$ cat config.mk
export PLATFORM = sky130hd
export DESIGN_NAME = pgwr_ctrl
export DESIGN_NICKNAME = d
export VERILOG_FILES = /design/src/rtl/pgwr_pkg.sv /design/src/rtl/pgwr_buffer.sv /design/src/rtl/pgwr_commit.sv /design/src/rtl/pgwr_timer.sv /design/src/rtl/pgwr_ctrl.sv
export SDC_FILE = /design/constraint.sdc
export NUM_CORES = 1
export LEC_CHECK = 0
export ABC_AREA = 1
export CAP_MARGIN = 10
export CORE_UTILIZATION = 50
export DETAILED_ROUTE_END_ITERATION = 8
export PLACE_DENSITY = 0.73
export SYNTH_ARGS = -nofsm -noshare
export SYNTH_HDL_FRONTEND = slang
export SYNTH_SLANG_ARGS = --single-unit
$ cat constraint.sdc
create_clock -name clk -period 1.65 [get_ports clk]
set_clock_uncertainty 0.1 [all_clocks]
set_input_delay 0.165 -clock clk [delete_from_list [all_inputs] [get_ports clk]]
set_output_delay 0.165 -clock clk [all_outputs]
set_load 0.1 [all_outputs]
$ cat src/rtl/pgwr_pkg.sv
package pgwr_pkg;
  localparam int AW       = 8;
  localparam int SW       = 3;
  localparam int NSLOT    = 1 << SW;
  localparam int POS_W    = 4;
  localparam logic [POS_W-1:0] COMMIT_POS = 4'd1;

  // advance the address counter, wrapping inside the page
  function automatic logic [AW-1:0] next_ptr(input logic [AW-1:0] p);
    logic [SW-1:0] lo;
    lo = p[SW-1:0] + 1'b1;
    return {p[AW-1:SW], lo};
  endfunction

  // index of the lowest set slot bit (0 when none)
  function automatic logic [SW-1:0] lowest_slot(input logic [NSLOT-1:0] m);
    logic [SW-1:0] r;
    r = '0;
    for (int i = NSLOT - 1; i >= 0; i--) begin
      if (m[i]) r = SW'(i);
    end
    return r;
  endfunction
endpackage

$ cat src/rtl/pgwr_buffer.sv
module pgwr_buffer
  import pgwr_pkg::*;
(
  input  logic              clk,
  input  logic              rst_n,
  input  logic              accept,
  input  logic              addr_load,
  input  logic [AW-1:0]     addr_byte,
  input  logic              data_stb,
  input  logic [7:0]        data_byte,
  input  logic              discard,
  input  logic              clr_en,
  input  logic [SW-1:0]     clr_idx,
  input  logic [SW-1:0]     rd_idx,
  output logic [NSLOT-1:0]  mask,
  output logic [AW-SW-1:0]  page,
  output logic [7:0]        rd_data
);
  logic [AW-1:0] ptr;
  logic [7:0]    mem [NSLOT];

  always_ff @(posedge clk or negedge rst_n) begin
    if (!rst_n) begin
      ptr  <= '0;
      mask <= '0;
      for (int i = 0; i < NSLOT; i++) mem[i] <= '0;
    end else if (accept && addr_load) begin
      ptr  <= addr_byte;
      mask <= '0;
    end else if (accept && data_stb) begin
      mem[ptr[SW-1:0]]  <= data_byte;
      mask[ptr[SW-1:0]] <= 1'b1;
      ptr               <= next_ptr(ptr);
    end else if (discard) begin
      mask <= '0;
    end else if (clr_en) begin
      mask[clr_idx] <= 1'b0;
    end
  end

  assign page    = ptr[AW-1:SW];
  assign rd_data = mem[rd_idx];
endmodule

$ cat src/rtl/pgwr_commit.sv
module pgwr_commit
  import pgwr_pkg::*;
(
  input  logic             busy,
  input  logic             wp,
  input  logic [NSLOT-1:0] mask,
  output logic             pend,
  output logic             clr_en,
  output logic [SW-1:0]    idx,
  output logic             we
);
  always_comb begin
    pend   = |mask;
    idx    = lowest_slot(mask);
    clr_en = busy && pend;
    we     = busy && pend && !wp;
  end
endmodule

$ cat src/rtl/pgwr_timer.sv
module pgwr_timer #(
  parameter int WC_CYCLES = 500000
) (
  input  logic clk,
  input  logic rst_n,
  input  logic go,
  input  logic pend,
  output logic busy
);
  localparam int CNT_W = $clog2(WC_CYCLES + 1);
  logic [CNT_W-1:0] cnt;

  always_ff @(posedge clk or negedge rst_n) begin
    if (!rst_n) begin
      busy <= 1'b0;
      cnt  <= '0;
    end else if (go) begin
      busy <= 1'b1;
      cnt  <= CNT_W'(WC_CYCLES - 1);
    end else if (busy) begin
      if (cnt != '0) cnt <= cnt - 1'b1;
      else if (!pend) busy <= 1'b0;
    end
  end
endmodule

$ cat src/rtl/pgwr_ctrl.sv
module pgwr_ctrl
  import pgwr_pkg::*;
#(
  parameter int WC_CYCLES = 500000
) (
  input  logic             clk,
  input  logic             rst_n,
  input  logic             addr_load,
  input  logic [AW-1:0]    addr_byte,
  input  logic             data_stb,
  input  logic [7:0]       data_byte,
  input  logic             stop_evt,
  input  logic [POS_W-1:0] stop_pos,
  input  logic             wp,
  output logic             busy,
  output logic             arr_we,
  output logic [AW-1:0]    arr_addr,
  output logic [7:0]       arr_wdata
);
  logic [NSLOT-1:0]  buf_mask;
  logic [AW-SW-1:0]  buf_page;
  logic [7:0]        buf_rd;
  logic              buf_pend;
  logic              clr_en;
  logic [SW-1:0]     slot_idx;
  logic              stop_seen;
  logic              commit_go;
  logic              drop_buf;

  // named events used by the bound checker
  assign stop_seen = stop_evt && !busy;
  assign commit_go = stop_seen && (stop_pos == COMMIT_POS) && buf_pend;
  assign drop_buf  = stop_seen && !commit_go;

  pgwr_buffer u_buf (
    .clk       (clk),
    .rst_n     (rst_n),
    .accept    (!busy),
    .addr_load (addr_load),
    .addr_byte (addr_byte),
    .data_stb  (data_stb),
    .data_byte (data_byte),
    .discard   (drop_buf),
    .clr_en    (clr_en),
    .clr_idx   (slot_idx),
    .rd_idx    (slot_idx),
    .mask      (buf_mask),
    .page      (buf_page),
    .rd_data   (buf_rd)
  );

  pgwr_commit u_commit (
    .busy   (busy),
    .wp     (wp),
    .mask   (buf_mask),
    .pend   (buf_pend),
    .clr_en (clr_en),
    .idx    (slot_idx),
    .we     (arr_we)
  );

  pgwr_timer #(.WC_CYCLES(WC_CYCLES)) u_timer (
    .clk   (clk),
    .rst_n (rst_n),
    .go    (commit_go),
    .pend  (buf_pend),
    .busy  (busy)
  );

  assign arr_addr  = {buf_page, slot_idx};
  assign arr_wdata = buf_rd;
endmodule

==> flow_metrics.py <==
metrics = {
    "worst_setup_path": {
        "critical_path_depth": 15,
        "cp_max_fo": 8,
        "r2r_slack_ns": -0.48,
        "cp.required_ns": 1.38,
        "crit_end": "arr_wdata[0]",
        "path_delay_family": "simple AND/OR/NAND/NOR gates",
        "worstPathCellList": "inv_1 > nand2_1 > nand2_1 > nand2_1 > nand2_1 > nand2_2 > nand2_4 > buf_8 > buf_12 > nand3_1 > nand3_2 > nand2_1 > nand2_2 > nand2_4 > buf_12",
        "cp_num_buf_inv": 4,
        "reg2reg_to": "u_buf.mask[1]",
        "r2r_start": "u_buf.mask[7]",
        "critPathKind": "reg -> out",
        "crit_arrival_ns": 2.12,
        "cpPeakStageDelay_ns": 0.39,
        "critPathMostFrequentCell": "nand2_1",
        "worstRegToRegCells": 16,
        "start_kind": "flop",
        "cp_slowest_cell": "dfrtp_1",
        "crit_start": "u_buf.mask[6]",
        "endpoint_kind": "output pin",
    },
    "yosys": {
        "synth-warning-count": 0,
        "synth_seq_area_share_pct": 47.5,
        "synth-edff-count": 0,
        "yosys.area.top_type": "dfrtp_1",
        "synth_top_cell_area_share_pct": 47.5,
        "synth_common_cells": "nand2_1, dfrtp_1, inv_1, o21ai_0, nand3_1",
        "ys_ff_latch": 100,
        "yosys.cell_count.top_type": "nand2_1",
        "synthTopCellsByArea": "dfrtp_1, nand2_1, o21ai_0, nand3_1, inv_1",
        "async_flop_share_pct": 100,
        "synthCells": 695,
        "synth_ff_type": "dfrtp_1",
        "synth_cell_types": 31,
        "synth.cell_area_um2": 5260,
        "syn_nets": 723,
        "synth_area_per_cell_um2": 7.57,
    },
    "floorplanning": {
        "die-height_um": 105,
        "die_area_um2": 10900,
        "start_util_pct": 51.2,
        "pin_count": 44,
        "core_area_um2": 10300,
        "rows": 37,
        "die_x_um": 105,
    },
    "route": {
        "wl_um": 15700,
        "drc_errors": 0,
        "drt_iter0_drc": 329,
        "wl_per_cell_um": 16.3,
        "avgViaCountPerCell": 5.45,
        "vias": 5261,
        "firstDrtPassIters": 5,
        "ant_nets": 0,
    },
    "clock_network": {
        "cts_root_buffer": "clkbuf_8",
        "cts_buffers": 9,
        "clock_latency_ns": 0.39,
        "htree_levels": 3,
        "cts.clk_slew.worst_paths_ns": 0.10,
        "clock_sink_count": 100,
        "cts_tree": "yes",
        "clk_path_buf_depth": 2,
    },
    "grt": {
        "antenna_found_initial": 0,
        "grt_pass1_vias": 5193,
        "grt_overflow": 0,
        "gr-usage-all-layers_pct": 28.7,
        "grt_max_degree": 43,
        "grt_pass1_wl_um": 24800,
    },
    "timing": {
        "setup_viol": 40,
        "worstMarginPinSlew_ns": 0.452,
        "hold_violations": 0,
        "rsz0062_at_grt": "yes",
        "hold_slack_ns": 0.153,
        "slew_violations": 0,
        "fmax_mhz": 419,
        "fin_ws_ns": -0.735,
        "finalCritPeriodShare_pct": 145,
        "max_slew_margin_pct": 69.9,
        "timing.final.crit_period_ns": 2.38,
    },
    "cells_and_area": {
        "multi_input_area_um2": 2790,
        "final_core_util_pct": 74.0,
        "final_nets": 854,
        "num-fill-cells": 717,
        "diodes": 0,
        "register_area_um2": 2510,
        "areaGrowthSynthToFinish_pct": 44.4,
        "drive_gt1_share_pct": 31.0,
    },
    "status": {
        "violations": "negative setup slack",
        "status": "complete, but fails checks",
    },
    "flow_run": {
        "maxCapViolations": 0,
    },
    "power_and_ir_drop": {
        "vdd_ir_drop_max_v": 0.000352,
        "p_leak_nw": 3.57,
        "power_density_nw_per_um2": 596,
    },
    "min_path": {
        "hp-class": "in -> async",
    },
    "placement": {
        "hpwl_um": 10200,
        "port_buffers": 43,
        "globalplace.congestion": 0.964,
    },
}
[kinds of logic (layout without fill, tap and decap cells)]
kind of cell | Yosys count | count (layout) | share of synthesized area (%)
simple gates | 365 | 367 | 30.4
buf+inv | 114 | 247 | 9.77
compound gates | 105 | 105 | 10.3
flops | 100 | 100 | 47.5
xor+xnor | 9 | 9 | 1.50
fa+ha+maj | 2 | 2 | 0.475
[state kept, by name, indices dropped and copies added, names as in the netlist]
register      cells
u_timer.cnt      19
u_buf.ptr         8
u_timer.busy      1
u_buf.mem        64
u_buf.mask        8
[placed cells by master, fill, tap and decap left out, drive strengths merged]
| cell | n |
|---|---|
| clkbuf | 12 |
| nand3b | 1 |
| clkinvlp | 2 |
| nor3 | 2 |
| nand3 | 69 |
| ha | 2 |
| clkdlybuf4s50 | 24 |
| a22oi | 1 |
| nor2 | 72 |
| dfrtp | 100 |
| o31ai | 2 |
| dlygate4sd3 | 1 |
| inv | 87 |
| and2 | 1 |
| buf | 119 |
| o211ai | 3 |
| xor2 | 5 |
| or2 | 1 |
| a21oi | 16 |
| clkinv | 2 |
| nand4 | 15 |
| xnor2 | 4 |
| o21ai | 83 |
| nand2 | 206 |
[metal layers]
metal	up-vias	track usage [%]	share of wire [%]	wire, um
met3	28	4.18	6.2	971
met2	216	48.5	51	7960
met1	2540	37.1	41	6430
met5	-	0	0	0
met4	0	11.3	2.2	352
li1	2477	-	-	-
[how the worst min path moves through the flow]
stage	start	end	slack [ns]	depth (start not counted)
5_1_grt	rst_n	u_buf.mask[3]	0.21	2
4_1_cts	rst_n	u_buf.mask[3]	0.18	2
6_report	rst_n	u_buf.mask[3]	0.15	2
3_5_place_dp	rst_n	u_buf.ptr[5]	0.04	1
3_3_place_gp	rst_n	u_buf.ptr[3]	0.04	1
2_1_floorplan	rst_n	u_buf.mask[0]	-0.23	0
[where the power goes]
group | switching (W) | internal, W | total, W
clock | 0.000906 | 0.000549 | 0.00146
sequential | 0.0000145 | 0.00246 | 0.00247
combinational | 0.000370 | 0.000233 | 0.000603
total | 0.00129 | 0.00324 | 0.00453
[layout make-up]
cell class                 count  share of cell area, %
clock buffer                  10                   1.68
sequential                   100                   33.0
tap                          136                   2.24
inverter                      86                   4.77
multi-input combinational    483                   36.7
clock inverter                 5                  0.494
timing repair buffer         146                   21.1
[per-stage QoR]
stage	setup slack (ns)	cells	TNS, ns	power [W]	area, um2
floorplan	-0.477	695	-9.91	0.00279	5520
global placement	-0.329	932	-8.48	0.00306	6830
detailed placement	-0.371	932	-12.75	0.00307	6830
CTS	-0.704	961	-13.66	0.00451	7380
global route	-0.845	966	-23.24	0.00467	7600
finish	-0.735	966	-19.90	0.00453	7600
[what timing repair did]
action                     CTS  global route
gates resized for setup     76            36
gates cloned                 3             2
hold endpoints to repair    39             0
setup buffers               10             5
hold buffers                 1             0
pin swaps                   20            19
setup endpoints to repair   40            95
Note: power is estimated with default switching activity, not from simulation.
